## src/rtl/fcs_pkg.sv

```systemverilog
package fcs_pkg;
  localparam int DATA_W     = 8;
  localparam int STAT_W     = 2;
  localparam int BIT_DONE   = 7;
  localparam int BIT_ACCERR = 5;
  localparam int BIT_PROT   = 4;
  localparam int BIT_BUSY   = 3;
  localparam int N_STICKY   = 2;
  localparam int IDX_ACC    = 0;
  localparam int IDX_PROT   = 1;

  typedef struct packed {
    logic              done;
    logic              accerr;
    logic              prot;
    logic              busy;
    logic [STAT_W-1:0] stat;
  } fcs_view_t;

  function automatic logic [DATA_W-1:0] pack_view(fcs_view_t v);
    logic [DATA_W-1:0] b;
    b              = '0;
    b[BIT_DONE]    = v.done;
    b[BIT_ACCERR]  = v.accerr;
    b[BIT_PROT]    = v.prot;
    b[BIT_BUSY]    = v.busy;
    b[STAT_W-1:0]  = v.stat;
    return b;
  endfunction
endpackage

```

## src/rtl/fcs_bus_decode.sv

```systemverilog
module fcs_bus_decode
  import fcs_pkg::*;
#(
  parameter int              ADDR_W   = 4,
  parameter logic [ADDR_W-1:0] REG_ADDR = 4'h6
) (
  input  logic [ADDR_W-1:0] bus_addr,
  input  logic              bus_wr,
  input  logic [DATA_W-1:0] bus_wdata,
  output logic              hit,
  output logic              w1_start,
  output logic [N_STICKY-1:0] w1_clear
);
  logic wr_hit;
  logic unused_wdata;

  assign hit          = (bus_addr == REG_ADDR);
  assign wr_hit       = hit & bus_wr;
  assign w1_start     = wr_hit & bus_wdata[BIT_DONE];
  assign w1_clear[IDX_ACC]  = wr_hit & bus_wdata[BIT_ACCERR];
  assign w1_clear[IDX_PROT] = wr_hit & bus_wdata[BIT_PROT];
  assign unused_wdata = ^{bus_wdata[6], bus_wdata[3:0]};
endmodule

```

## src/rtl/fcs_sticky.sv

```systemverilog
module fcs_sticky #(
  parameter int N = 2
) (
  input  logic         clk,
  input  logic         rst,
  input  logic [N-1:0] set_i,
  input  logic [N-1:0] clr_i,
  output logic [N-1:0] flag_o
);
  for (genvar i = 0; i < N; i++) begin : g_flag
    always_ff @(posedge clk) begin
      if (rst)            flag_o[i] <= 1'b0;
      else if (set_i[i])  flag_o[i] <= 1'b1;
      else if (clr_i[i])  flag_o[i] <= 1'b0;
    end
  end
endmodule

```

## src/rtl/fcs_cmd_ctrl.sv

```systemverilog
module fcs_cmd_ctrl
  import fcs_pkg::*;
(
  input  logic              clk,
  input  logic              rst,
  input  logic              w1_start,
  input  logic              blocked,
  input  logic              done_i,
  input  logic [STAT_W-1:0] status_i,
  input  logic              viol_i,
  output logic              ccif,
  output logic [STAT_W-1:0] stat,
  output logic              launch
);
  logic go;

  assign go = w1_start & ccif & ~blocked;

  always_ff @(posedge clk) begin
    if (rst) begin
      ccif   <= 1'b1;
      stat   <= '0;
      launch <= 1'b0;
    end else begin
      launch <= go;
      if (go) begin
        ccif <= 1'b0;
        stat <= '0;
      end else if (!ccif && done_i) begin
        ccif <= 1'b1;
        stat <= status_i;
      end else if (!ccif && viol_i) begin
        ccif <= 1'b1;
      end
    end
  end
endmodule

```

## src/rtl/flash_cmd_status.sv

```systemverilog
module flash_cmd_status
  import fcs_pkg::*;
#(
  parameter int                ADDR_W   = 4,
  parameter logic [ADDR_W-1:0] REG_ADDR = 4'h6
) (
  input  logic              clk,
  input  logic              rst,
  input  logic [ADDR_W-1:0] bus_addr,
  input  logic              bus_wr,
  input  logic [7:0]        bus_wdata,
  output logic [7:0]        bus_rdata,
  input  logic              ctl_done,
  input  logic [1:0]        ctl_status,
  input  logic              ctl_acc_viol,
  input  logic              ctl_prot_viol,
  input  logic              ctl_bg_busy,
  input  logic              irq_en,
  output logic              launch,
  output logic              irq
);
  logic                hit;
  logic                w1_start;
  logic [N_STICKY-1:0] w1_clear;
  logic [N_STICKY-1:0] set_vec;
  logic [N_STICKY-1:0] flags;
  logic                accerr;
  logic                fpviol;
  logic                ccif;
  logic [STAT_W-1:0]   stat;
  fcs_view_t           view;

  fcs_bus_decode #(.ADDR_W(ADDR_W), .REG_ADDR(REG_ADDR)) u_dec (
    .bus_addr (bus_addr),
    .bus_wr   (bus_wr),
    .bus_wdata(bus_wdata),
    .hit      (hit),
    .w1_start (w1_start),
    .w1_clear (w1_clear)
  );

  assign set_vec[IDX_ACC]  = ctl_acc_viol;
  assign set_vec[IDX_PROT] = ctl_prot_viol;

  fcs_sticky #(.N(N_STICKY)) u_flags (
    .clk   (clk),
    .rst   (rst),
    .set_i (set_vec),
    .clr_i (w1_clear),
    .flag_o(flags)
  );

  assign accerr = flags[IDX_ACC];
  assign fpviol = flags[IDX_PROT];

  fcs_cmd_ctrl u_cmd (
    .clk     (clk),
    .rst     (rst),
    .w1_start(w1_start),
    .blocked (accerr | fpviol),
    .done_i  (ctl_done),
    .status_i(ctl_status),
    .viol_i  (ctl_acc_viol | ctl_prot_viol),
    .ccif    (ccif),
    .stat    (stat),
    .launch  (launch)
  );

  always_comb begin
    view.done   = ccif;
    view.accerr = accerr;
    view.prot   = fpviol;
    view.busy   = ~ccif | ctl_bg_busy;
    view.stat   = stat;
  end

  always_ff @(posedge clk) begin
    if (rst) begin
      bus_rdata <= '0;
      irq       <= 1'b0;
    end else begin
      bus_rdata <= hit ? pack_view(view) : '0;
      irq       <= ccif & irq_en;
    end
  end
endmodule

```

## config.mk

```make
export PLATFORM = sky130hd
export DESIGN_NAME = flash_cmd_status
export DESIGN_NICKNAME = d
export VERILOG_FILES = /design/src/rtl/fcs_pkg.sv /design/src/rtl/fcs_bus_decode.sv /design/src/rtl/fcs_sticky.sv /design/src/rtl/fcs_cmd_ctrl.sv /design/src/rtl/flash_cmd_status.sv
export SDC_FILE = /design/constraint.sdc
export NUM_CORES = 1
export LEC_CHECK = 0
export ABC_CLOCK_PERIOD_IN_PS = 2800
export BUFFER_PORTS_ARGS = -buffer_cell sky130_fd_sc_hd__buf_2
export CAP_MARGIN = 20
export CORE_AREA = 2 2 39 41
export CTS_CLUSTER_DIAMETER = 150
export DETAILED_ROUTE_END_ITERATION = 16
export DIE_AREA = 0 0 41 43
export GPL_TIMING_DRIVEN = 0
export PLACE_DENSITY = 0.75
export SLEW_MARGIN = 20
export SYNTH_ARGS = -nofsm -noshare
export SYNTH_HDL_FRONTEND = slang
export SYNTH_SLANG_ARGS = --single-unit
```

## constraint.sdc

```tcl
create_clock -name clk -period 2.8 [get_ports clk]
set_input_delay 0.28 -clock clk [delete_from_list [all_inputs] [get_ports clk]]
set_output_delay 0.28 -clock clk [all_outputs]
set_load 0.005 [all_outputs]
```

==> report_table.html <==
<table>
<tr><th>Metric</th><th>Value</th></tr>
<tr><th colspan="2">Status</th></tr>
<tr><td>Status</td><td>complete, no violations</td></tr>
<tr><th colspan="2">Worst setup path</th></tr>
<tr><td>Total number of cells along the worst setup path</td><td>3</td></tr>
<tr><td>Sort of element at the end of the critical path</td><td>flip-flop</td></tr>
<tr><td>Kind of critical path</td><td>reg2reg</td></tr>
<tr><td>Worst path required time</td><td>2.97 ns</td></tr>
<tr><td>Chain of cells forming the critical path</td><td>and4bb_1, and3_4, and2b_1</td></tr>
<tr><td>Arrival time at the worst endpoint</td><td>1.16 ns</td></tr>
<tr><td>R2R depth</td><td>3</td></tr>
<tr><td>Worst Path Buf+Inv</td><td>0</td></tr>
<tr><td>Highest fanout seen on the critical path</td><td>4</td></tr>
<tr><td>Largest stage delay, worst path</td><td>0.35 ns</td></tr>
<tr><td>Worst path top cell family by delay</td><td>simple AND/OR/NAND/NOR gates</td></tr>
<tr><td>Slowest stage cell, crit path</td><td>dfxtp_1</td></tr>
<tr><td>CP Launch Type</td><td>flip-flop</td></tr>
<tr><th colspan="2">Synth</th></tr>
<tr><td>Most repeated cell in the gate-level netlist after synthesis</td><td>dfxtp_1</td></tr>
<tr><td>Async set-or-reset flop fraction in the synthesized netlist</td><td>0%</td></tr>
<tr><td>Flops &amp; latches, synth</td><td>13</td></tr>
<tr><td>Sequential element share of the synthesized area</td><td>55.2%</td></tr>
<tr><td>Summed instance area of the synthesized netlist</td><td>472 um^2</td></tr>
<tr><td>Synthesized netlist cell count</td><td>42</td></tr>
<tr><td>Cell type with the highest aggregate area in the netlist</td><td>dfxtp_1</td></tr>
<tr><td>Syn_area_per_cell</td><td>11.2 um^2</td></tr>
<tr><td>Cells taking the most area after synthesis</td><td>dfxtp_1 55%, and2_1 6.6%, and4bb_1 5.3%, and4b_1 4.2%, mux2i_1 4.2%</td></tr>
<tr><td>Ys Warns</td><td>0</td></tr>
<tr><td>Top cell type's share of synthesized area</td><td>55.2%</td></tr>
<tr><td>Distinct cells, synth</td><td>18</td></tr>
<tr><td>Most numerous cell types in the synthesized netlist</td><td>13 x dfxtp_1, 5 x and2_1, 4 x nor3_1</td></tr>
<tr><td>Main flop type after synthesis</td><td>dfxtp_1</td></tr>
<tr><td>Number of flops mapped to enable cells by yosys</td><td>0</td></tr>
<tr><th colspan="2">Power</th></tr>
<tr><td>Combinational group share of total power</td><td>7.8%</td></tr>
<tr><td>Portion of total power attributed to the clock network</td><td>34.0%</td></tr>
<tr><td>Pwr Total</td><td>0.326 mW</td></tr>
<tr><td>Net Sw Frac</td><td>20.4%</td></tr>
<tr><td>Switching pwr</td><td>0.0664 mW</td></tr>
<tr><td>Areal power density over the cells</td><td>507 nW/um^2</td></tr>
<tr><td>Total leakage power</td><td>0.332 nW</td></tr>
<tr><td>Internal portion of total power</td><td>0.259 mW</td></tr>
<tr><td>VDD IR max</td><td>0.148 mV</td></tr>
<tr><td>Sequential Power Share</td><td>58.3%</td></tr>
<tr><th colspan="2">STA</th></tr>
<tr><td>Final Setup Violations</td><td>0</td></tr>
<tr><td>Number of hold violations in the final report</td><td>0</td></tr>
<tr><td>Maximum clock skew at final layout</td><td>0.00140 ns</td></tr>
<tr><td>Final critical path time including I/O delays and setup</td><td>0.995 ns</td></tr>
<tr><td>Final period utilization</td><td>35.5%</td></tr>
<tr><td>Post-route worst setup slack</td><td>1.80 ns</td></tr>
<tr><td>Max Clock Freq</td><td>1000 MHz</td></tr>
<tr><td>Worst Hold Slack</td><td>0.243 ns</td></tr>
<tr><td>RSZ-0062 raised after global routing</td><td>false</td></tr>
<tr><td>Number of pins with negative max-slew slack in the final report</td><td>0</td></tr>
<tr><td>Setup tns final</td><td>0 ns</td></tr>
<tr><th colspan="2">Route</th></tr>
<tr><td>Initial detailed-routing violation count</td><td>0</td></tr>
<tr><td>Final routed wire length divided by cell count</td><td>9.90 um</td></tr>
<tr><td>Vias/cell</td><td>4.45</td></tr>
<tr><td>Remaining number of nets flagged by the antenna check after routing</td><td>0</td></tr>
<tr><td>Number of vias in the routed layout</td><td>387</td></tr>
<tr><td>Remaining DRCs</td><td>0</td></tr>
<tr><td>First-pass detailed-route iteration total</td><td>1</td></tr>
<tr><td>Total routed wirelength</td><td>861 um</td></tr>
<tr><th colspan="2">Die</th></tr>
<tr><td>Core outline area</td><td>1380 um^2</td></tr>
<tr><td>Die outline width</td><td>41 um</td></tr>
<tr><td>Die area</td><td>1760 um^2</td></tr>
<tr><td>Row Count</td><td>14</td></tr>
<tr><td>IO Count</td><td>32</td></tr>
<tr><td>Initial cell density of the core</td><td>34.1%</td></tr>
<tr><td>Vertical die dimension</td><td>43 um</td></tr>
<tr><th colspan="2">Place</th></tr>
<tr><td>Post-detailed-placement cell area</td><td>616 um^2</td></tr>
<tr><td>Gp weighted congestion</td><td>0.762</td></tr>
<tr><td>I/O Buffers</td><td>24</td></tr>
<tr><td>Detailed placer's ending HPWL</td><td>679 um</td></tr>
<tr><td>Setup slack after placement</td><td>1.69 ns</td></tr>
<tr><td>Placed insts</td><td>83</td></tr>
<tr><th colspan="2">GRT</th></tr>
<tr><td>Initial antenna violation count</td><td>0</td></tr>
<tr><td>Grt total ovfl</td><td>0</td></tr>
<tr><td>Total Routing Usage GR</td><td>11.8%</td></tr>
<tr><td>Pin count of the biggest net entering global routing</td><td>9</td></tr>
<tr><td>Via count of the first global-routing pass</td><td>393</td></tr>
<tr><td>Wire length of the first global-routing pass</td><td>1460 um</td></tr>
<tr><th colspan="2">Clock tree</th></tr>
<tr><td>Clock buffer count from CTS</td><td>3</td></tr>
<tr><td>Clock tree root buffer cell</td><td>clkbuf_4</td></tr>
<tr><td>Clock latency reported for the late side of the worst-skew pair</td><td>0.27 ns</td></tr>
<tr><td>Post CTS Setup Buffer Count</td><td>0</td></tr>
<tr><td>Post-CTS sizing</td><td>0</td></tr>
<tr><td>Maximum count of clock buffers along a single path</td><td>2</td></tr>
<tr><td>Hold_buf cts</td><td>0</td></tr>
<tr><td>CTS tree</td><td>done</td></tr>
<tr><td>H-tree levels</td><td>1</td></tr>
<tr><td>Clock Pin Slew Worst Setup and Hold Paths</td><td>0.07 ns</td></tr>
<tr><td>Number of sinks driven by the clock tree</td><td>13</td></tr>
<tr><th colspan="2">Cells and area</th></tr>
<tr><td>Layout filler cell count</td><td>143</td></tr>
<tr><td>Final instance count without filler cells</td><td>87</td></tr>
<tr><td>Final core occ</td><td>46.4%</td></tr>
<tr><td>Area growth from synthesis to layout</td><td>36.1%</td></tr>
<tr><td>Antenna diode count</td><td>0</td></tr>
<tr><td>Number of nets in the finished design</td><td>94</td></tr>
<tr><td>Cell area after layout</td><td>642 um^2</td></tr>
<tr><td>Proportion of layout cells with a drive suffix above 1</td><td>43.7%</td></tr>
<tr><th colspan="2">Worst hold path</th></tr>
<tr><td>Depth of the worst hold-timing path</td><td>3</td></tr>
<tr><td>Hold crit path type</td><td>in2reg</td></tr>
<tr><th colspan="2">Flow run</th></tr>
<tr><td>Maximum Capacitance Violations</td><td>0</td></tr>
</table>
## power groups by stage
stage               sequential, mW  combinational (mW)  clock, mW
CTS                          0.190              0.0256      0.116
global placement             0.194              0.0248          0
floorplan                    0.194             0.00993          0
global route                 0.190              0.0285      0.124
detailed placement           0.194              0.0254          0
finish                       0.190              0.0252      0.111
## state kept, by name, indices dropped and copies added, names as in the netlist
| register | cells |
|---|---|
| bus_rdata | 6 |
| u_cmd.ccif | 1 |
| u_cmd.stat | 2 |
| u_flags.flag_o | 2 |
| irq | 1 |
| u_cmd.launch | 1 |
## logic make-up after synthesis
| group | share of synthesized area (%) |
|---|---|
| other | 0.795 |
| AND/OR/NAND/NOR | 32.6 |
| buffers and inverters | 3.98 |
| flip-flops | 55.2 |
| multiplexers | 4.24 |
| AO/OA/AOI/OAI | 3.18 |
## cell usage in the layout (no fill, tap or decap)
master and n:
buf_2 24, dfxtp_1 13, and2_1 5, nor3_1 4, clkbuf_4 3, and4bb_1 2
mux2i_1 2, and4b_1 2, nor2_1 2, buf_4 2, conb_1 2, nor4_1 1
and3_4 1, o21bai_1 1, and2b_4 1, inv_1 1, a21boi_1 1, nor2b_1 1
and3b_1 1, and2b_1 1, clkbuf_1 1
## tightest hold or removal path: cells and delay by family
kind / cells / cell delay, ns
buffers and inverters: 2 / 0.14
AO/OA/AOI/OAI: 1 / 0.05
## area by class of cell
| class | instances | area, um^2 | share of cell area, % |
|---|---|---|---|
| well taps | 16 | 20.0 | 3.12 |
| inverters | 1 | 3.75 | 0.585 |
| repair buffers | 24 | 120 | 18.7 |
| multi-input cells | 27 | 196 | 30.6 |
| plain buffers | 2 | 15.0 | 2.34 |
| flip-flops and latches | 13 | 260 | 40.5 |
| clock buffers | 4 | 26.3 | 4.09 |
## routing by layer
layer  global-route usage (%)  up-vias  wire length [um]
li1                         -      197                 -
met1                     13.8      169               356
met2                     19.4       21               412
met3                     2.09        0                92
met4                     6.00        0                 0
met5                        0        -                 0
## path summary, 6_finish.rpt
| path | slack [ns] | start | end |
|---|---|---|---|
| setup reg to reg | 1.80 | u_flags.flag_o[1]$_SDFFE_PP0P_ | u_cmd.launch$_SDFF_PP0_ |
| hold reg to reg | 0.46 | u_cmd.stat[0]$_SDFFE_PP0P_ | bus_rdata[0]$_SDFF_PP0_ |
| setup / recovery | 1.80 | u_flags.flag_o[1]$_SDFFE_PP0P_ | u_cmd.launch$_SDFF_PP0_ |
| hold / removal | 0.24 | ctl_bg_busy | bus_rdata[3]$_SDFF_PP0_ |
Power figures use the tool's default switching activity.
